[src/rtl/cal_loader_pkg.sv]
package cal_loader_pkg;

    localparam int DLY_W  = 4;
    localparam int OFS_W  = 3;
    localparam int WORD_W = DLY_W + OFS_W;

    typedef struct packed {
        logic [DLY_W-1:0] dly;
        logic [OFS_W-1:0] ofs;
    } cal_word_t;

    function automatic cal_word_t split_word(input logic [WORD_W-1:0] raw);
        cal_word_t w;
        w.dly = raw[WORD_W-1:OFS_W];
        w.ofs = raw[OFS_W-1:0];
        return w;
    endfunction

endpackage

[src/rtl/cal_token_chain.sv]
module cal_token_chain #(
    parameter int NUM_SETS = 8
) (
    input  logic                clk_i,
    input  logic                rst_i,
    input  logic                start_i,
    input  logic                step_i,
    output logic [NUM_SETS-1:0] token_o
);

    logic [NUM_SETS-1:0] tok_q;

    genvar gi;
    generate
        for (gi = 0; gi < NUM_SETS; gi++) begin : g_stage
            logic prev_tok;
            if (gi == 0) begin : g_head
                assign prev_tok = 1'b0;
            end else begin : g_body
                assign prev_tok = tok_q[gi-1];
            end

            always_ff @(posedge clk_i) begin
                if (rst_i) begin
                    tok_q[gi] <= 1'b0;
                end else if (start_i) begin
                    tok_q[gi] <= (gi == 0);
                end else if (step_i) begin
                    tok_q[gi] <= prev_tok;
                end
            end
        end
    endgenerate

    assign token_o = tok_q;

endmodule

[src/rtl/cal_code_bank.sv]
module cal_code_bank
    import cal_loader_pkg::*;
#(
    parameter int NUM_SETS = 8
) (
    input  logic                clk_i,
    input  logic                rst_i,
    input  logic [NUM_SETS-1:0] wen_i,
    input  cal_word_t           wdata_i,
    output cal_word_t           words_o [NUM_SETS]
);

    genvar gi;
    generate
        for (gi = 0; gi < NUM_SETS; gi++) begin : g_set
            cal_word_t word_q;
            always_ff @(posedge clk_i) begin
                if (rst_i) begin
                    word_q <= '0;
                end else if (wen_i[gi]) begin
                    word_q <= wdata_i;
                end
            end
            assign words_o[gi] = word_q;
        end
    endgenerate

endmodule

[src/rtl/cal_load_ctrl.sv]
module cal_load_ctrl #(
    parameter int NUM_SETS = 8
) (
    input  logic                clk_i,
    input  logic                rst_i,
    input  logic                start_i,
    input  logic                valid_i,
    input  logic [NUM_SETS-1:0] token_i,
    output logic                step_o,
    output logic [NUM_SETS-1:0] wen_o,
    output logic                done_o
);

    logic done_q;

    always_comb begin
        step_o = valid_i && !start_i && (|token_i);
        wen_o  = token_i & {NUM_SETS{step_o}};
    end

    always_ff @(posedge clk_i) begin
        if (rst_i) begin
            done_q <= 1'b0;
        end else if (start_i) begin
            done_q <= 1'b0;
        end else if (step_o && token_i[NUM_SETS-1]) begin
            done_q <= 1'b1;
        end
    end

    assign done_o = done_q;

endmodule

[src/rtl/cal_code_loader.sv]
module cal_code_loader
    import cal_loader_pkg::*;
#(
    parameter int NUM_SETS = 8
) (
    input  logic                      clk_i,
    input  logic                      rst_i,
    input  logic                      start_i,
    input  logic                      valid_i,
    input  logic [WORD_W-1:0]         data_i,
    output logic [NUM_SETS*DLY_W-1:0] dly_code_o,
    output logic [NUM_SETS*OFS_W-1:0] ofs_code_o,
    output logic                      done_o
);

    logic [NUM_SETS-1:0] token_q;
    logic [NUM_SETS-1:0] wen;
    logic                step;
    cal_word_t           words [NUM_SETS];

    cal_load_ctrl #(.NUM_SETS(NUM_SETS)) ctrl_i (
        .clk_i   (clk_i),
        .rst_i   (rst_i),
        .start_i (start_i),
        .valid_i (valid_i),
        .token_i (token_q),
        .step_o  (step),
        .wen_o   (wen),
        .done_o  (done_o)
    );

    cal_token_chain #(.NUM_SETS(NUM_SETS)) chain_i (
        .clk_i   (clk_i),
        .rst_i   (rst_i),
        .start_i (start_i),
        .step_i  (step),
        .token_o (token_q)
    );

    cal_code_bank #(.NUM_SETS(NUM_SETS)) bank_i (
        .clk_i   (clk_i),
        .rst_i   (rst_i),
        .wen_i   (wen),
        .wdata_i (split_word(data_i)),
        .words_o (words)
    );

    genvar gi;
    generate
        for (gi = 0; gi < NUM_SETS; gi++) begin : g_out
            assign dly_code_o[gi*DLY_W +: DLY_W] = words[gi].dly;
            assign ofs_code_o[gi*OFS_W +: OFS_W] = words[gi].ofs;
        end
    endgenerate

endmodule

[config.mk]
export PLATFORM = sky130hd
export DESIGN_NAME = cal_code_loader
export DESIGN_NICKNAME = d
export VERILOG_FILES = /design/src/rtl/cal_loader_pkg.sv /design/src/rtl/cal_token_chain.sv /design/src/rtl/cal_code_bank.sv /design/src/rtl/cal_load_ctrl.sv /design/src/rtl/cal_code_loader.sv
export SDC_FILE = /design/constraint.sdc
export NUM_CORES = 1
export LEC_CHECK = 0
export BUFFER_PORTS_ARGS = -buffer_cell sky130_fd_sc_hd__buf_2
export CAP_MARGIN = 0
export CORE_UTILIZATION = 55
export DETAILED_ROUTE_END_ITERATION = 10
export PLACE_DENSITY = 0.82
export SETUP_SLACK_MARGIN = 0.05
export SLEW_MARGIN = 40
export SYNTH_ARGS = -nofsm -noshare
export SYNTH_HDL_FRONTEND = slang
export SYNTH_HIERARCHICAL = 1
export SYNTH_SLANG_ARGS = --single-unit
[constraint.sdc]
create_clock -name clk_i -period 3.9 [get_ports clk_i]
set_input_delay 0.195 -clock clk_i [delete_from_list [all_inputs] [get_ports clk_i]]
set_output_delay 0.195 -clock clk_i [all_outputs]
set_load 0.02 [all_outputs]
==> results of run 1 <==
[worst max-delay path, cell delays in order (launching register included)]
cell,delay (ns)
sky130_fd_sc_hd__dfxtp_1,0.37
sky130_fd_sc_hd__nor4_1,0.08
sky130_fd_sc_hd__a21boi_2,0.45
sky130_fd_sc_hd__mux2i_1,0.27
sky130_fd_sc_hd__nor2_1,0.05
[stage by stage]
stage / setup WS (ns) / total power (uW) / instances
2_1_floorplan: 2.65 / 730 / 239
3_3_place_gp: 2.25 / 731 / 331
3_5_place_dp: 2.19 / 731 / 331
4_1_cts: 2.30 / 1220 / 347
5_1_grt: 2.45 / 1260 / 347
6_report: 2.56 / 1210 / 347
[state kept, by name, summed over array words and instances, names as in the netlist]
name,count
bank_i/words_o,56
chain_i/g_stage.prev_tok,7
chain_i/token_o,1
ctrl_i/done_o,1
[power by group]
part / internal, uW / switching (uW) / leakage, uW / total, uW
clock: 243 / 252 / 0.0000956 / 495
combinational: 13.6 / 34.0 / 0.000590 / 47.6
sequential: 666 / 1.68 / 0.000524 / 668
total: 923 / 287 / 0.00121 / 1210
[path summary, 6_finish.rpt]
kind | from | cells past startpoint | slack (ns) | end
min reg2reg | bank_i/words_o[29] | 2 | 0.49 | bank_i/words_o[29]
max reg2reg | chain_i/token_o[7] | 4 | 2.56 | chain_i/g_stage[6].prev_tok
min | start_i | 2 | 0.11 | ctrl_i/done_o
max | chain_i/token_o[7] | 4 | 2.56 | chain_i/g_stage[6].prev_tok
[synthesized netlist by cell type]
cell type                  count
sky130_fd_sc_hd__a21oi_1       2
sky130_fd_sc_hd__inv_1         1
sky130_fd_sc_hd__nor2_2       40
sky130_fd_sc_hd__buf_12        4
sky130_fd_sc_hd__nor3_1        1
sky130_fd_sc_hd__nor2b_4       1
sky130_fd_sc_hd__dfxtp_1      65
sky130_fd_sc_hd__buf_6         9
sky130_fd_sc_hd__a21boi_1      1
sky130_fd_sc_hd__buf_2         4
sky130_fd_sc_hd__nand2b_1      1
sky130_fd_sc_hd__and2_2        8
sky130_fd_sc_hd__or2_1         1
sky130_fd_sc_hd__buf_4         8
sky130_fd_sc_hd__nor2_1       23
sky130_fd_sc_hd__nor4_1        2
sky130_fd_sc_hd__clkbuf_2      5
sky130_fd_sc_hd__mux2i_1      63
[per-layer routing]
metal	vias up	GRT usage (%)	wire length, um
met5	-	0	0
li1	866	-	-
met1	784	26.4	2300
met2	52	30.3	2170
met4	0	12.4	74
met3	9	5.63	300
[cell type report]
class / count / area, um^2
Tap cell: 54 / 67.6
Clock buffer: 10 / 138
Multi-Input combinational cell: 143 / 1090
Clock inverter: 6 / 33.8
Timing Repair Buffer: 68 / 343
Inverter: 1 / 3.75
Fill cell: 385 / 1710
Sequential cell: 65 / 1300
[logic make-up (layout without fill, tap and decap cells)]
family | Yosys count | count (layout) | share of synthesized area (%)
compound gates | 3 | 3 | 0.654
simple gates | 77 | 77 | 16.4
flops | 65 | 65 | 48.6
buf+inv | 31 | 85 | 10.8
mux | 63 | 63 | 23.5
==> tab_implementation.tex, run 1 <==
\begin{tabular}{lr}
\hline
Metric & Value \\
\hline
\multicolumn{2}{l}{\textbf{Timing}} \\
\quad Number of failing setup endpoints in the final timing report & 0 \\
\quad Post-route fraction of the period consumed by the critical path & 34.4\% \\
\quad Slew at the pin closest to its max-slew limit & 0.675 ns \\
\quad Fin Clk Skew & between 0.005 and 0.006 ns \\
\quad Total count of hold-check failures in the final report & 0 \\
\quad Setup\_tns & 0 ns \\
\quad Peak clock frequency supported by timing & 746 MHz \\
\quad Post-layout minimum cycle time & 1.34 ns \\
\quad Max-slew headroom & 55.0\% \\
\quad Worst hold slack after final layout & approximately 0.11 ns \\
\quad RSZ-0062 raised after global routing & false \\
\quad Final Slew Violations & 0 \\
\multicolumn{2}{l}{\textbf{Clock network}} \\
\quad Post-CTS sizing & 0 \\
\quad Post-cts hold buffer count & 0 \\
\quad Setup bufs post-CTS & 0 \\
\quad Root buffer selected by CTS & sky130\_fd\_sc\_hd\_\_clkbuf\_8 \\
\quad Clock Latency Late Sink & roughly 0.33 ns \\
\quad Total CTS buffers & 9 \\
\quad TritonCTS clock tree & yes \\
\quad Number of levels the H-tree was split into & 3 \\
\quad Maximum number of buffers from clock root to sink & 2 \\
\quad Clock slew seen by the registers of the worst setup and hold paths & 0.07 ns \\
\quad Total number of clock tree sinks & 65 \\
\multicolumn{2}{l}{\textbf{Setup path}} \\
\quad Data arrival at the endpoint of the critical path & 1.56 ns \\
\quad Required time of the critical path & 4.12 ns \\
\quad Class of the most critical setup path & flop to flop \\
\quad Startpoint type of the worst setup path & flop \\
\quad Endpoint class of the critical path & flop \\
\quad Worst-path maximum fanout & 8 \\
\multicolumn{2}{l}{\textbf{Drt}} \\
\quad Detailed Route Iter0 Violations & 92 \\
\quad Vias per inst & 4.93 \\
\quad Routed WL per cell & 14.0 um \\
\quad Drc violations & 0 \\
\quad Drt first pass iters & 4 \\
\quad Wire length reported by the detailed router & between 4000 and 5000 um \\
\quad Residual antenna-violating net count after detailed routing & 0 \\
\quad Via count & around 1700 \\
\multicolumn{2}{l}{\textbf{Placement}} \\
\quad Area after DPL & 0.00280 mm\^{}2 \\
\quad Weighted congestion at the end of routability-driven global placement & 0.791 \\
\quad Quantity of I/O buffers inserted on ports & 67 \\
\quad Post-DP HPWL & 3300 um \\
\multicolumn{2}{l}{\textbf{Yosys}} \\
\quad Number of distinct library cells after synthesis & 18 \\
\quad Total standard cell area after synthesis & 0.00268 mm\^{}2 \\
\quad Avg Synthesized Cell Area & roughly 11 um\^{}2 \\
\quad Sequential fraction of the synthesis area & 48.6\% \\
\quad Cell taking the most area after synthesis & sky130\_fd\_sc\_hd\_\_dfxtp\_1 \\
\quad Fraction of post-synthesis cell area in the top cell type by area & 48.6\% \\
\quad Number of warnings issued by yosys & 6 \\
\quad Synthesized flop and latch total & 65 \\
\quad Mapped Nets & between 200 and 300 \\
\quad Number of standard cells after synthesis & 239 \\
\quad Ranking of synthesized cells by area & sky130\_fd\_sc\_hd\_\_dfxtp\_1 (49\%), sky130\_fd\_sc\_hd\_\_mux2i\_1 (24\%), sky130\_fd\_sc\_hd\_\_nor2\_2 (9.3\%), sky130\_fd\_sc\_hd\_\_buf\_6 (3.8\%), sky130\_fd\_sc\_hd\_\_nor2\_1 (3.2\%) \\
\multicolumn{2}{l}{\textbf{Cells and area}} \\
\quad Final nets & 299 \\
\quad Top library cells by usage in the layout, fill and taps aside & sky130\_fd\_sc\_hd\_\_buf\_2 (67), sky130\_fd\_sc\_hd\_\_dfxtp\_1 (65), sky130\_fd\_sc\_hd\_\_mux2i\_1 (63) \\
\quad Synthesis-to-layout area growth & 11.2\% \\
\quad Layout cells sized above 1 & 45.7\% \\
\quad Post-Layout Inst Area & 0.00298 mm\^{}2 \\
\quad Commonest non-fill, non-tap cell in the layout & sky130\_fd\_sc\_hd\_\_buf\_2 \\
\quad Fin util & 63.5\% \\
\quad \# diodes & 0 \\
\multicolumn{2}{l}{\textbf{Floorplan}} \\
\quad Y dimension of the die & 71.8 um \\
\quad Number of ports placed on the die boundary & 68 \\
\quad Total die area & around 0.0052 mm\^{}2 \\
\quad Number of standard-cell rows in the floorplan & 25 \\
\quad Die width & 71.8 um \\
\quad Core region area & 0.00469 mm\^{}2 \\
\quad Initial Util & 57.1\% \\
\multicolumn{2}{l}{\textbf{Pwr}} \\
\quad Pwr/cell area & 406 mW/mm\^{}2 \\
\quad Highest ir drop seen on vdd & 0.242 mV \\
\quad Leakage Power & 0.00121 uW \\
\multicolumn{2}{l}{\textbf{Global routing}} \\
\quad Largest net degree at the start of global routing & 31 \\
\quad Vias in the first global route & between 1500 and 2000 \\
\quad Antenna violations before repair & 0 \\
\quad GR Util All Layers & approximately 20\% \\
\quad Global route overflow & 0 \\
\quad Wire length of the first global-routing pass & 7820 um \\
\multicolumn{2}{l}{\textbf{Outcome}} \\
\quad Status & completed \\
\multicolumn{2}{l}{\textbf{Hold path}} \\
\quad Kind of path behind the tightest hold check & primary input to flop \\
\multicolumn{2}{l}{\textbf{Flow run}} \\
\quad Max Cap Viol & 0 \\
\hline
\end{tabular}
Power figures use the tool's default switching activity.
==> run 2, diff against run 1 <==
- ABC_AREA: not set -> 1
- CORE_UTILIZATION: 55 -> 53
- PLACE_DENSITY: 0.82 -> 0.79
- clock period: 3.9 -> 1.4 ns (I/O delays scaled with it)
==> tab_implementation.tex, run 2 <==
\begin{tabular}{lr}
\hline
Metric & Value \\
\hline
\multicolumn{2}{l}{\textbf{Placement}} \\
\quad Area after DPL & 0.00329 mm\^{}2 (+17\%) \\
\quad Weighted congestion at the end of routability-driven global placement & 0.765 (-3.3\%) \\
\quad Post-DP HPWL & 3950 um (+20\%) \\
\quad Pre-CTS worst setup slack & -0.250 ns (-2.44 ns) \\
\quad Quantity of I/O buffers inserted on ports & 67 (unchanged) \\
\multicolumn{2}{l}{\textbf{Yosys}} \\
\quad Number of distinct library cells after synthesis & 17 (-1) \\
\quad Ranking of synthesized cells by area & sky130\_fd\_sc\_hd\_\_dfxtp\_1 (47\%), sky130\_fd\_sc\_hd\_\_nand2\_1 (15\%), sky130\_fd\_sc\_hd\_\_nor2\_1 (15\%), sky130\_fd\_sc\_hd\_\_nor2\_2 (5.2\%), sky130\_fd\_sc\_hd\_\_nand2\_2 (4.5\%) \\
\quad EDFF count, synth & 0 (unchanged) \\
\quad Most instantiated flip-flop cell in the synthesis netlist & sky130\_fd\_sc\_hd\_\_dfxtp\_1 \\
\quad Synthesized flop and latch total & 65 (unchanged) \\
\quad Most frequently used cell type in the post-synthesis netlist & sky130\_fd\_sc\_hd\_\_nand2\_1 \\
\quad Number of standard cells after synthesis & 391 (+64\%) \\
\quad Avg Synthesized Cell Area & 7.12 um\^{}2 (-37\%) \\
\quad Sequential fraction of the synthesis area & 46.8\% (-1.8 points) \\
\quad Commonest cells in the synthesized netlist & sky130\_fd\_sc\_hd\_\_nand2\_1 (112), sky130\_fd\_sc\_hd\_\_nor2\_1 (108), sky130\_fd\_sc\_hd\_\_dfxtp\_1 (65), sky130\_fd\_sc\_hd\_\_inv\_1 (28), sky130\_fd\_sc\_hd\_\_nor2\_2 (23) \\
\quad Number of warnings issued by yosys & 6 (unchanged) \\
\quad Total standard cell area after synthesis & 0.00278 mm\^{}2 (+3.8\%) \\
\quad Fraction of post-synthesis cell area in the top cell type by area & 46.8\% (-1.8 points) \\
\quad Cell taking the most area after synthesis & sky130\_fd\_sc\_hd\_\_dfxtp\_1 \\
\quad Fraction of registers with async set or reset after synthesis & 0\% (unchanged) \\
\quad Mapped Nets & 402 (+61\%) \\
\multicolumn{2}{l}{\textbf{Timing}} \\
\quad Fin Clk Skew & 0.00746 ns (+0.00206 ns) \\
\quad RSZ-0062 raised after global routing & true \\
\quad Post-layout minimum cycle time & 1.51 ns (+0.170 ns) \\
\quad Post-route fraction of the period consumed by the critical path & 108\% (+74 points) \\
\quad Setup slack after layout & -0.111 ns (-2.67 ns) \\
\quad Total count of hold-check failures in the final report & 0 (unchanged) \\
\quad Slew at the pin closest to its max-slew limit & 0.473 ns (-0.202 ns) \\
\quad Peak clock frequency supported by timing & 662 MHz (-11\%) \\
\quad Worst hold slack after final layout & 0.106 ns (-0.00211 ns) \\
\quad Number of failing setup endpoints in the final timing report & 42 (+42) \\
\quad Final Slew Violations & 0 (unchanged) \\
\quad Max-slew headroom & 68.4\% (+13 points) \\
\multicolumn{2}{l}{\textbf{Pwr}} \\
\quad Part of the total power dissipated in combinational logic & 12.2\% (+8.3 points) \\
\quad Sum of internal, switching and leakage power & 3970 uW (+230\%) \\
\quad Net load switching power & 1040 uW (+260\%) \\
\quad Pwr/cell area & 1030 mW/mm\^{}2 (+150\%) \\
\quad Sequential Power Share & 47.7\% (-7.5 points) \\
\quad Clock network fraction of design power & 40.2\% (-0.7 points) \\
\quad Internal Power & 2930 uW (+220\%) \\
\quad Leakage Power & 0.00182 uW (+50\%) \\
\quad Switching Share & 26.2\% (+2.5 points) \\
\quad Highest ir drop seen on vdd & 0.763 mV (+210\%) \\
\multicolumn{2}{l}{\textbf{Floorplan}} \\
\quad Core region area & 0.00507 mm\^{}2 (+8.2\%) \\
\quad Number of ports placed on the die boundary & 68 (unchanged) \\
\quad Total die area & 0.00554 mm\^{}2 (+7.5\%) \\
\quad Die width & 74.5 um (+3.7\%) \\
\quad Initial Util & 54.8\% (-2.3 points) \\
\quad Y dimension of the die & 74.5 um (+3.7\%) \\
\quad Number of standard-cell rows in the floorplan & 26 (+4.0\%) \\
\multicolumn{2}{l}{\textbf{Drt}} \\
\quad Drt first pass iters & 5 (+1) \\
\quad Residual antenna-violating net count after detailed routing & 0 (unchanged) \\
\quad Routed WL per cell & 13.5 um (-3.4\%) \\
\quad Drc violations & 0 (unchanged) \\
\quad Vias per inst & 4.86 (-1.5\%) \\
\quad Via count & 2745 (+60\%) \\
\quad Detailed Route Iter0 Violations & 180 (+96\%) \\
\quad Wire length reported by the detailed router & 7610 um (+57\%) \\
\multicolumn{2}{l}{\textbf{Setup path}} \\
\quad Data arrival at the endpoint of the critical path & 1.76 ns (+0.20 ns) \\
\quad Class of the most critical setup path & flop to flop \\
\quad Worst-path maximum fanout & 7 (-1) \\
\quad Startpoint type of the worst setup path & flop \\
\quad Required time of the critical path & 1.65 ns (-2.47 ns) \\
\quad Endpoint class of the critical path & flop \\
\multicolumn{2}{l}{\textbf{Global routing}} \\
\quad Wire length of the first global-routing pass & 9570 um (+22\%) \\
\quad GR Util All Layers & 23.5\% (+3.0 points) \\
\quad Global route overflow & 0 (unchanged) \\
\quad Antenna violations before repair & 0 (unchanged) \\
\quad Vias in the first global route & 2214 (+40\%) \\
\quad Largest net degree at the start of global routing & 57 (+84\%) \\
\multicolumn{2}{l}{\textbf{Cells and area}} \\
\quad Synthesis-to-layout area growth & 38.9\% \\
\quad Final nets & 501 (+68\%) \\
\quad Number of fillers in the final layout & 349 (-9.4\%) \\
\quad \# diodes & 0 (unchanged) \\
\quad Max FFs per register & 56 (unchanged) \\
\quad Layout cells sized above 1 & 47.9\% (+2.1 points) \\
\quad Fin util & 76.2\% (+13 points) \\
\quad Commonest non-fill, non-tap cell in the layout & sky130\_fd\_sc\_hd\_\_nor2\_1 \\
\quad Top library cells by usage in the layout, fill and taps aside & sky130\_fd\_sc\_hd\_\_nor2\_1 (91), sky130\_fd\_sc\_hd\_\_nand2\_1 (88), sky130\_fd\_sc\_hd\_\_buf\_2 (67) \\
\quad Post-Layout Inst Area & 0.00387 mm\^{}2 (+30\%) \\
\multicolumn{2}{l}{\textbf{Flow run}} \\
\quad Max Cap Viol & 0 (unchanged) \\
\multicolumn{2}{l}{\textbf{Outcome}} \\
\quad Violated checks & setup timing \\
\quad Status & complete, but fails checks \\
\multicolumn{2}{l}{\textbf{Clock network}} \\
\quad Number of levels the H-tree was split into & 3 (unchanged) \\
\quad Root buffer selected by CTS & sky130\_fd\_sc\_hd\_\_clkbuf\_8 \\
\quad Clock Latency Late Sink & 0.35 ns (+0.02 ns) \\
\quad Clock slew seen by the registers of the worst setup and hold paths & 0.07 ns (about the same) \\
\quad Maximum number of buffers from clock root to sink & 2 (unchanged) \\
\quad TritonCTS clock tree & yes \\
\quad Total CTS buffers & 9 (unchanged) \\
\quad Total number of clock tree sinks & 65 (unchanged) \\
\multicolumn{2}{l}{\textbf{Hold path}} \\
\quad Kind of path behind the tightest hold check & primary input to flop \\
\hline
\end{tabular}
run 2: what timing repair did:
| item | 4_1_cts | 5_1_grt |
|---|---|---|
| hold buffers | 1 | 0 |
| gates resized for setup | 30 | 35 |
| buffers inserted | 5 | 9 |
| gates cloned | 1 | 3 |
| pin swaps | 18 | 9 |
| hold endpoints to repair | 1 | 0 |
| setup endpoints to repair | 64 | 64 |
run 2: final cells by class:
class                      count  area, um^2  area share (%)
multi-input combinational    274        1360            35.2
clock inverter                 6        57.6            1.49
tap                           70        87.6            2.27
inverter                      30         118            3.04
timing repair buffer         110         792            20.5
clock buffer                  10         138            3.56
sequential                    65        1310            33.9
run 2: final timing paths:
kind                         to  depth (start not counted)  slack [ns]                   startpoint
min reg2reg       ctrl_i/done_o                          2        0.46                ctrl_i/done_o
max          bank_i/words_o[49]                         11       -0.11  chain_i/g_stage[5].prev_tok
min               ctrl_i/done_o                          4        0.11                      start_i
max reg2reg  bank_i/words_o[49]                         11       -0.11  chain_i/g_stage[5].prev_tok
run 2: power by group through the flow:
stage	sequential, uW	combinational (uW)	clock, uW
5_1_grt	1890	521	1690
2_1_floorplan	1950	249	0
4_1_cts	1890	406	1590
6_report	1890	483	1600
3_5_place_dp	1930	355	0
3_3_place_gp	1930	349	0
run 2: cell families (layout without fill, tap and decap cells):
group | Yosys count | count (layout) | synth area share (%)
buf+inv | 52 | 156 | 11.7
flops | 65 | 65 | 46.8
compound gates | 2 | 2 | 0.494
simple gates | 272 | 272 | 41.0
run 2: critical path, cell delays in order (launching register included):
cell and delay [ns]:
sky130_fd_sc_hd__dfxtp_2 0.34, sky130_fd_sc_hd__inv_2 0.05, sky130_fd_sc_hd__nand2_2 0.07, sky130_fd_sc_hd__nor2_2 0.04, sky130_fd_sc_hd__nand2_2 0.11, sky130_fd_sc_hd__inv_4 0.05
sky130_fd_sc_hd__buf_8 0.14, sky130_fd_sc_hd__nor3_4 0.27, sky130_fd_sc_hd__buf_12 0.17, sky130_fd_sc_hd__nand2_1 0.07, sky130_fd_sc_hd__nand2_2 0.08, sky130_fd_sc_hd__nor2_2 0.04
run 2: per-stage QoR:
step / TNS, ns / std cells
global placement: -1.41 / 532
CTS: -0.0247 / 555
floorplan: 0 / 391
global route: -5.39 / 565
detailed placement: -2.30 / 532
finish: -1.68 / 565
run 2: routing by layer:
layer | up-vias | part of all wire (%) | track usage, %
met5 | - | 0 | 0
met4 | 0 | 3.6 | 14.5
met3 | 32 | 6.7 | 4.88
met2 | 110 | 49 | 38.8
met1 | 1259 | 41 | 27.8
li1 | 1344 | - | -
